<file path="src/rtl/pmc_pkg.sv">
package pmc_pkg;

    typedef enum logic [1:0] {
        PM_NORMAL    = 2'b00,
        PM_WAKEFRAME = 2'b01,
        PM_ENERGY    = 2'b10,
        PM_RSVD      = 2'b11
    } pm_mode_e;

    typedef enum logic [1:0] {
        ST_RUN    = 2'd0,
        ST_SLEEP  = 2'd1,
        ST_SETTLE = 2'd2
    } pwr_st_e;

    typedef enum logic {
        PHY_IDLE = 1'b0,
        PHY_HOLD = 1'b1
    } phy_st_e;

    localparam int MODE_LSB  = 12;
    localparam int MODE_MSB  = 13;
    localparam int PHY_BIT   = 10;
    localparam int READY_BIT = 0;

endpackage

</file>
<file path="src/rtl/pmc_access.sv">
module pmc_access #(
    parameter int ADDR_W = 8,
    parameter logic [ADDR_W-1:0] CTRL_ADDR = 8'h84,
    parameter logic [ADDR_W-1:0] WAKE_ADDR = 8'h64
) (
    input  logic              clk,
    input  logic              rst_n,
    input  logic [ADDR_W-1:0] addr,
    input  logic              wr_en,
    input  logic              rd_en,
    input  logic              ready,
    input  logic              wake_evt,
    output logic              ctrl_wr,
    output logic              wake_req
);

    logic unlocked_q;

    always_ff @(posedge clk or negedge rst_n) begin
        if (!rst_n) begin
            unlocked_q <= 1'b0;
        end else if (wake_evt) begin
            unlocked_q <= 1'b0;
        end else if (rd_en) begin
            unlocked_q <= 1'b1;
        end
    end

    always_comb begin
        ctrl_wr  = wr_en && (addr == CTRL_ADDR) && unlocked_q && ready;
        wake_req = wr_en && (addr == WAKE_ADDR);
    end


    relock_chk: assert property (@(posedge clk) disable iff (!rst_n)
        wake_evt |=> !unlocked_q);


    unlock_chk: assert property (@(posedge clk) disable iff (!rst_n)
        (rd_en && !wake_evt) |=> unlocked_q);

endmodule

</file>
<file path="src/rtl/pmc_power_fsm.sv">
module pmc_power_fsm
    import pmc_pkg::*;
#(
    parameter int SETTLE_CYC = 16
) (
    input  logic       clk,
    input  logic       rst_n,
    input  logic       ctrl_wr,
    input  logic [1:0] wr_mode,
    input  logic       wake_req,
    output logic [1:0] mode_o,
    output logic       ready_o,
    output logic       wake_evt_o
);

    localparam int SET_W = (SETTLE_CYC > 1) ? $clog2(SETTLE_CYC) : 1;
    localparam logic [SET_W-1:0] SET_LAST = SET_W'(SETTLE_CYC - 1);

    pwr_st_e          state_q, state_d;
    pm_mode_e         mode_q;
    logic [SET_W-1:0] settle_q;
    logic             sleep_sel;

    assign sleep_sel = (wr_mode == PM_WAKEFRAME) || (wr_mode == PM_ENERGY);

    always_comb begin
        state_d = state_q;
        unique case (state_q)
            ST_RUN:    if (ctrl_wr && sleep_sel)   state_d = ST_SLEEP;
            ST_SLEEP:  if (wake_req)               state_d = ST_SETTLE;
            ST_SETTLE: if (settle_q == SET_LAST)   state_d = ST_RUN;
            default:                               state_d = ST_RUN;
        endcase
    end

    always_ff @(posedge clk or negedge rst_n) begin
        if (!rst_n) begin
            state_q <= ST_RUN;
        end else begin
            state_q <= state_d;
        end
    end

    always_ff @(posedge clk or negedge rst_n) begin
        if (!rst_n) begin
            mode_q   <= PM_NORMAL;
            settle_q <= '0;
        end else begin
            if (state_q == ST_SLEEP && wake_req) begin
                mode_q <= PM_NORMAL;
            end else if (ctrl_wr && wr_mode != PM_RSVD) begin
                mode_q <= pm_mode_e'(wr_mode);
            end
            if (state_q == ST_SETTLE) begin
                settle_q <= settle_q + SET_W'(1);
            end else begin
                settle_q <= '0;
            end
        end
    end

    always_comb begin
        mode_o     = mode_q;
        ready_o    = (state_q == ST_RUN);
        wake_evt_o = (state_q == ST_SLEEP) && wake_req;
    end


    mode_legal_chk: assert property (@(posedge clk) disable iff (!rst_n)
        mode_q != PM_RSVD);


    wake_return_chk: assert property (@(posedge clk) disable iff (!rst_n)
        (state_q == ST_SLEEP && wake_req) |=> (mode_q == PM_NORMAL && state_q == ST_SETTLE));


    settle_done_chk: assert property (@(posedge clk) disable iff (!rst_n)
        $rose(ready_o) |-> ($past(settle_q) == SET_LAST));

endmodule

</file>
<file path="src/rtl/pmc_phy_timer.sv">
module pmc_phy_timer
    import pmc_pkg::*;
#(
    parameter int HOLD_CYC = 12500
) (
    input  logic clk,
    input  logic rst_n,
    input  logic wr_stb,
    input  logic wr_bit,
    output logic phy_rst
);

    localparam int CNT_W = (HOLD_CYC > 1) ? $clog2(HOLD_CYC) : 1;
    localparam logic [CNT_W-1:0] CNT_LAST = CNT_W'(HOLD_CYC - 1);

    phy_st_e          st_q, st_d;
    logic [CNT_W-1:0] cnt_q;
    logic             arm;

    assign arm = wr_stb && wr_bit;

    always_comb begin
        st_d = st_q;
        unique case (st_q)
            PHY_IDLE: if (arm)               st_d = PHY_HOLD;
            PHY_HOLD: if (cnt_q == CNT_LAST) st_d = PHY_IDLE;
            default:                         st_d = PHY_IDLE;
        endcase
    end

    always_ff @(posedge clk or negedge rst_n) begin
        if (!rst_n) begin
            st_q <= PHY_IDLE;
        end else begin
            st_q <= st_d;
        end
    end

    always_ff @(posedge clk or negedge rst_n) begin
        if (!rst_n) begin
            cnt_q <= '0;
        end else if (st_q == PHY_HOLD) begin
            cnt_q <= cnt_q + CNT_W'(1);
        end else begin
            cnt_q <= '0;
        end
    end

    always_comb begin
        phy_rst = (st_q == PHY_HOLD);
    end


    no_restart_chk: assert property (@(posedge clk) disable iff (!rst_n)
        (st_q == PHY_HOLD && cnt_q != CNT_LAST) |=> (st_q == PHY_HOLD && cnt_q == $past(cnt_q) + CNT_W'(1)));


    hold_len_chk: assert property (@(posedge clk) disable iff (!rst_n)
        $fell(phy_rst) |-> ($past(cnt_q) == CNT_LAST));

endmodule

</file>
<file path="src/rtl/pwr_mgmt_ctl.sv">
module pwr_mgmt_ctl
    import pmc_pkg::*;
#(
    parameter int ADDR_W     = 8,
    parameter logic [ADDR_W-1:0] CTRL_ADDR = 8'h84,
    parameter logic [ADDR_W-1:0] WAKE_ADDR = 8'h64,
    parameter int CLK_HZ     = 125_000_000,
    parameter int HOLD_US    = 100,
    parameter int SETTLE_CYC = 16
) (
    input  logic              clk,
    input  logic              rst_n,
    input  logic [ADDR_W-1:0] addr,
    input  logic              wr_en,
    input  logic              rd_en,
    input  logic [31:0]       wdata,
    output logic [31:0]       rdata,
    output logic [1:0]        pwr_mode,
    output logic              phy_rst,
    output logic              ready,
    output logic              wake_frame_en,
    output logic              energy_det_en
);

    localparam longint unsigned HOLD_PROD = longint'(CLK_HZ) * longint'(HOLD_US);
    localparam int HOLD_CYC = int'((HOLD_PROD + 64'd999_999) / 64'd1_000_000);

    logic       ctrl_wr;
    logic       wake_req;
    logic       wake_evt;
    logic [1:0] mode_w;
    logic       ready_w;
    logic       phy_w;
    logic       unused_wdata;

    assign unused_wdata = &{1'b0, wdata[31:MODE_MSB+1], wdata[11], wdata[PHY_BIT-1:0]};

    pmc_access #(
        .ADDR_W    (ADDR_W),
        .CTRL_ADDR (CTRL_ADDR),
        .WAKE_ADDR (WAKE_ADDR)
    ) u_access (
        .clk      (clk),
        .rst_n    (rst_n),
        .addr     (addr),
        .wr_en    (wr_en),
        .rd_en    (rd_en),
        .ready    (ready_w),
        .wake_evt (wake_evt),
        .ctrl_wr  (ctrl_wr),
        .wake_req (wake_req)
    );

    pmc_power_fsm #(
        .SETTLE_CYC (SETTLE_CYC)
    ) u_power (
        .clk        (clk),
        .rst_n      (rst_n),
        .ctrl_wr    (ctrl_wr),
        .wr_mode    (wdata[MODE_MSB:MODE_LSB]),
        .wake_req   (wake_req),
        .mode_o     (mode_w),
        .ready_o    (ready_w),
        .wake_evt_o (wake_evt)
    );

    pmc_phy_timer #(
        .HOLD_CYC (HOLD_CYC)
    ) u_phy (
        .clk     (clk),
        .rst_n   (rst_n),
        .wr_stb  (ctrl_wr),
        .wr_bit  (wdata[PHY_BIT]),
        .phy_rst (phy_w)
    );

    always_comb begin
        rdata = '0;
        if (rd_en && addr == CTRL_ADDR) begin
            rdata[MODE_MSB:MODE_LSB] = mode_w;
            rdata[PHY_BIT]           = phy_w;
            rdata[READY_BIT]         = ready_w;
        end
        pwr_mode      = mode_w;
        phy_rst       = phy_w;
        ready         = ready_w;
        wake_frame_en = (mode_w == PM_WAKEFRAME);
        energy_det_en = (mode_w == PM_ENERGY);
    end


    gated_mode_chk: assert property (@(posedge clk) disable iff (!rst_n)
        (!ready && !(wr_en && addr == WAKE_ADDR)) |=> $stable(pwr_mode));


    gated_phy_chk: assert property (@(posedge clk) disable iff (!rst_n)
        (!ready && !phy_rst) |=> !phy_rst);

endmodule

</file>
<file path="config.mk">
export PLATFORM = sky130hd
export DESIGN_NAME = pwr_mgmt_ctl
export DESIGN_NICKNAME = d
export VERILOG_FILES = /design/src/rtl/pmc_pkg.sv /design/src/rtl/pmc_access.sv /design/src/rtl/pmc_power_fsm.sv /design/src/rtl/pmc_phy_timer.sv /design/src/rtl/pwr_mgmt_ctl.sv
export SDC_FILE = /design/constraint.sdc
export NUM_CORES = 1
export LEC_CHECK = 0
export BUFFER_PORTS_ARGS = -buffer_cell sky130_fd_sc_hd__buf_2
export CORE_MARGIN = 2
export CORE_UTILIZATION = 47
export CTS_CLUSTER_SIZE = 28
export DETAILED_ROUTE_END_ITERATION = 16
export PLACE_DENSITY = 0.85
export SYNTH_ARGS = -nofsm -noshare
export SYNTH_HDL_FRONTEND = slang
export SYNTH_SLANG_ARGS = --single-unit
</file>
<file path="constraint.sdc">
create_clock -name clk -period 2.6 [get_ports clk]
set_clock_uncertainty 0.15 [all_clocks]
set_input_delay 0.52 -clock clk [delete_from_list [all_inputs] [get_ports clk]]
set_output_delay 0.52 -clock clk [all_outputs]
set_load 0.01 [all_outputs]
</file>
Yosys cells after proc, flatten, opt, wreduce, memory -nomap -nowiden
Cells that the tools add are included.

storage, ports and cells
  bits in registers = 24
  logic and storage cells = 53

operators by class
  equality and inequality tests = 14
  add/sub/neg operators = 2
  multiplexer cells = 16
  reductions and logical operators = 14
  bitwise gates (word level) = 1

operator list
  operator                                              count
  adder 14 x 1 -> 14 bit (second input constant)        1
  equality test 14 bit (second input constant)          1
  two-way mux 14 bit                                    1
  two-way mux 2 bit                                     6
  logical AND 1 bit                                     9
  equality test 8 x 7 -> 1 bit (second input constant)  1
  equality test 8 bit (second input constant)           1
  equality test 2 x 1 -> 1 bit (second input constant)  3
  equality test 2 bit (second input constant)           3
  two-way mux 1 bit                                     6
  != test 2 x 1 -> 1 bit (second input constant)        3
  one-hot mux 2 bit (3 select lines)                    1
  adder 4 x 1 -> 4 bit (second input constant)          1
  equality test 4 bit (second input constant)           1
  two-way mux 4 bit                                     1
  nonzero test 2 bit                                    2
  AND reduction 3 bit                                   1
  zero test 2 bit                                       1
  != test 2 bit (second input constant)                 1
  one-hot mux 1 bit (2 select lines)                    1
  logical OR 1 bit                                      1
  NOT 1 bit                                             1

Longest topological paths before layout
  depth in word-level cells = 7
  mapped depth = 5
  mapped depth without buffers = 5

Hierarchy
A second synthesis with hierarchy kept.

second synthesis, totals
  cell total of the unflattened synthesis = 160
  area, all modules = 1,500.2 um2

by module, submodules not included
  module         area an instance (um2)  times used  sequential area each (um2)  cells an instance
  pmc_phy_timer  762.0                   1           375.4                       77
  pmc_power_fsm  354.1                   1           200.2                       32
  pwr_mgmt_ctl   304.0                   1           0.0                         41
  pmc_access     80.1                    1           25.0                        10

Least setup slack after synthesis
Ideal clock, no wire load.

  path kind = input to register
  start = in addr[1]
  end = reg u_power.mode_q[0] (netlist: u_power.mode_o[0])
  data required time = 2.331 ns
  setup time = 0.119 ns
  data arrival time = 1.716 ns
  slack = 0.614 ns
  stages = 4
  cell sequence = or4b_1 > or4_4 > mux2i_1 > nor2_1

on the way
  cells in the longest elaborated chain, start to end = 6
  elaborated cells between the ends (all ways) = 10

RTL lines
  element                              line                 RTL
  from (decl)                          pwr_mgmt_ctl.sv:13   input logic [ADDR_W-1:0] addr,
  equality test 8 bit                  pmc_access.sv:30     ctrl_wr = wr_en && (addr == CTRL_ADDR) && unlocked_q && ready;
  logical AND 1 bit (3 in series)      pmc_access.sv:30
  logical AND 1 bit                    pmc_power_fsm.sv:51  end else if (ctrl_wr && wr_mode != PM_RSVD) begin
  nonzero test 2 bit (no source line)  n/a
  to (signal assigned)                 pmc_power_fsm.sv:52  mode_q <= pm_mode_e'(wr_mode);
  to (decl)                            pmc_power_fsm.sv:20  pm_mode_e mode_q;

Several ways; a longest one is shown, not always the timed one.
A chain may end at the register's enable or synchronous reset.

Final worst setup path
  start = in addr[1]
  end = out rdata[0]

on the way
  cells in the longest elaborated chain, start to end = 3

RTL lines
  element              line                RTL
  equality test 8 bit  pwr_mgmt_ctl.sv:79  if (rd_en && addr == CTRL_ADDR) begin
  logical AND 1 bit    pwr_mgmt_ctl.sv:79
  two-way mux 1 bit    pwr_mgmt_ctl.sv:79
  to (decl)            pwr_mgmt_ctl.sv:17  output logic [31:0] rdata,

Every way passes these cells.

==> impl_metrics.env <==
export IMPL_status="completed"
export IMPL_crit_slowest_cell="nor4b_1"
export IMPL_yosysWarnings=0
export IMPL_yosysUniqueCellTypes=28
export IMPL_power_total_uw=636
export IMPL_critical_path_buf_inv_count=2
export IMPL_ir_drop_uv=232
export IMPL_syn_cell_area_mm2=0.00143
export IMPL_rr_startpoint="u_power.state_q[0]"
export IMPL_cp_top_family="simple AND/OR/NAND/NOR gates"
export IMPL_grt_pass1_wl_um=4080
export IMPL_max_freq_mhz=461
export IMPL_grt_overflow_total=0
export IMPL_ys_seq_area_share_pct=42.0
export IMPL_grt_antenna_before_repair=0
export IMPL_grt_max_degree=25
export IMPL_rsz0062_at_grt="false"
export IMPL_cts_tree="yes"
export IMPL_synth_common_cells="nor2_1 (30), buf_4 (28), dfrtp_1 (24)"
export IMPL_vias_per_cell=4.99
export IMPL_tns_ns=0
export IMPL_die_area_mm2=0.00350
export IMPL_tightest_slew_ns=0.512
export IMPL_htreeDepth=1
export IMPL_async_reset_ff_share_pct=100
export IMPL_avgSynthCellArea_um2=9.23
export IMPL_place_congestion=0.783
export IMPL_worstHoldPathType="input pin to async pin"
export IMPL_drive_gt1_share_pct=17.2
export IMPL_wl_per_cell_um=11.1
export IMPL_die_width_um=59.2
export IMPL_clk_transition_reported_paths_ns=0.13
export IMPL_crit_chain="buf_2 > nor4b_1 > nand3_1 > nor3_1 > buf_2"
export IMPL_cts_buffer_depth=2
export IMPL_synth_edff_count=0
export IMPL_r2r_end="u_power.mode_o[1]"
export IMPL_die_h_um=59.2
export IMPL_drc_errors=0
export IMPL_syn_inst=155
export IMPL_dp_hpwl_um=1840
export IMPL_finalSetupViolCount=0
export IMPL_critPathLaunchType="input pin"
export IMPL_cts_hold_fix_buffers=0
export IMPL_numCtsBuffers=3
export IMPL_initial_utilization_pct=48.1
export IMPL_cp_required_ns=1.93
export IMPL_n_antenna_cell=0
export IMPL_ant_nets=0
export IMPL_synthToLayoutAreaGrowth_pct=5.68
export IMPL_min_period_ns=2.17
export IMPL_final_util_pct=50.8
export IMPL_p_per_area_mw_per_mm2=420
export IMPL_ff2ff_path_depth=4
export IMPL_hold_viol_final=0
export IMPL_grt_total_usage_pct=15.0
export IMPL_critPathCaptureType="primary output"
export IMPL_instances_no_fill=213
export IMPL_synth_flop_cell="dfrtp_1"
export IMPL_firstDrtPassIters=4
export IMPL_synth_area_leaders="dfrtp_1 (42%), buf_4 (15%), nor2_1 (7.9%)"
export IMPL_dp_cells=209
export IMPL_arrival_ns=1.50
export IMPL_rrSetupSlack_ns=0.89
export IMPL_yosysMostFrequentCell="nor2_1"
export IMPL_crit_type="input pin to primary output"
export IMPL_path_common_cell="buf_2"
export IMPL_drt_iter0_drc=27
export IMPL_routed_wl_um=2360
export IMPL_worst_path_max_fanout=4
export IMPL_ys_ff_latch=24
export IMPL_slew_violations=0
export IMPL_yosys_area_top_type="dfrtp_1"
export IMPL_clock_latency_ns=0.31
export IMPL_design_core_area_mm2=0.00298
export IMPL_relSlewSlack_pct=65.9
export IMPL_max_stage_delay_ns=0.33
export IMPL_cts_setup_buffers=0
export IMPL_cts_resized=0
export IMPL_num_rows=20
export IMPL_p_leak_nw=0.708
export IMPL_grt_pass1_vias=993
export IMPL_io_buffers=24
export IMPL_fin_crit_sh_pct=83.4
export IMPL_ios=82
export IMPL_synth_top_area_share_pct=42.0
export IMPL_fin_nets=228
export IMPL_cap_violations=0
export IMPL_clock_root_buffer="clkbuf_4"
export IMPL_clkSinkCount=24
export IMPL_vias=1063
==> cells in the final DEF (no fill, tap or decap) <==
| cell type | netlist | layout |
|---|---|---|
| nand4_1 | 7 | 7 |
| nor3_1 | 6 | 6 |
| a31oi_1 | 1 | 1 |
| nor4b_1 | 3 | 3 |
| or4b_1 | 3 | 3 |
| or4_4 | 1 | 1 |
| conb_1 | 1 | 28 |
| mux2i_1 | 2 | 2 |
| and2_1 | 1 | 1 |
| nand3_1 | 5 | 5 |
| a21oi_1 | 2 | 2 |
| buf_2 | 0 | 24 |
| or2_2 | 1 | 1 |
| nor2_1 | 30 | 30 |
| ha_1 | 3 | 3 |
| nand4b_1 | 1 | 1 |
| xnor2_1 | 10 | 10 |
| nand2_1 | 4 | 4 |
| and4_1 | 1 | 1 |
| nand4bb_1 | 1 | 1 |
| nand2b_1 | 2 | 2 |
| clkbuf_8 | 0 | 1 |
| or3b_2 | 1 | 1 |
| clkbuf_4 | 0 | 3 |
| and3b_1 | 1 | 1 |
| xor2_1 | 4 | 4 |
| inv_1 | 6 | 6 |
| nor4_1 | 4 | 4 |
| dfrtp_1 | 24 | 24 |
==> worst reg2reg max path, delay by kind of cell, from the launching register on <==
family	cells	cell delay, ns
flops	1	0.44
simple gates	3	0.85
mux	1	0.16
==> flip-flops by register name, summed over array words and instances (netlist names) <==
| name | cells |
|---|---|
| u_power.state_q | 2 |
| u_access.unlocked_q | 1 |
| u_phy.phy_rst | 1 |
| u_power.mode_o | 2 |
| u_power.settle_q | 4 |
| u_phy.cnt_q | 14 |
==> worst max-delay path by stage <==
stage,from,depth (start not counted),end
final,addr[1],5,rdata[0]
after floorplan,addr[1],4,u_power.mode_o[0]
after CTS,addr[1],5,rdata[0]
after detailed placement,addr[1],5,rdata[0]
after global placement,addr[4],5,rdata[0]
after global routing,addr[1],5,rdata[0]
==> layout make-up <==
cell class	count	area [µm²]
multi-input cells	122	692
well taps	33	41.3
clock buffers	4	36.3
inverters	6	22.5
repair buffers	24	120
fillers	293	1470
flip-flops and latches	24	601
==> per-stage QoR <==
stage               setup slack (ns)  hold slack, ns  area, µm²
global placement               0.467           0.302       1480
floorplan                      0.614          0.0744       1530
CTS                            0.426          0.0236       1510
detailed placement             0.439           0.304       1480
finish                         0.432         0.00332       1510
global route                   0.313          0.0553       1510
==> cells by family after synthesis <==
family / after synthesis / share of synthesized area, %
AO/OA/AOI/OAI: 3 / 1.14
XOR/XNOR: 14 / 8.57
adder cells (fa/ha/maj): 3 / 2.62
buffers and inverters: 36 / 16.8
flip-flops: 24 / 42.0
multiplexers: 2 / 1.40
other: 1 / 0.262
AND/OR/NAND/NOR: 72 / 27.3
==> metal layers <==
layer / vias to the layer above / GRT usage (%) / routed length [µm]
met3: 2 / 2.18 / 64
met1: 525 / 17.4 / 1050
li1: 519 / - / -
met5: - / 0 / 0
met2: 17 / 27.0 / 1220
met4: 0 / 6.49 / 18
==> power breakdown <==
group,leakage (nW),total [mW],internal (mW),switching [mW]
combinational,0.358,0.0598,0.0170,0.0429
sequential,0.329,0.381,0.377,0.00428
clock,0.0210,0.195,0.0854,0.110
Power figures use the tool's default switching activity.
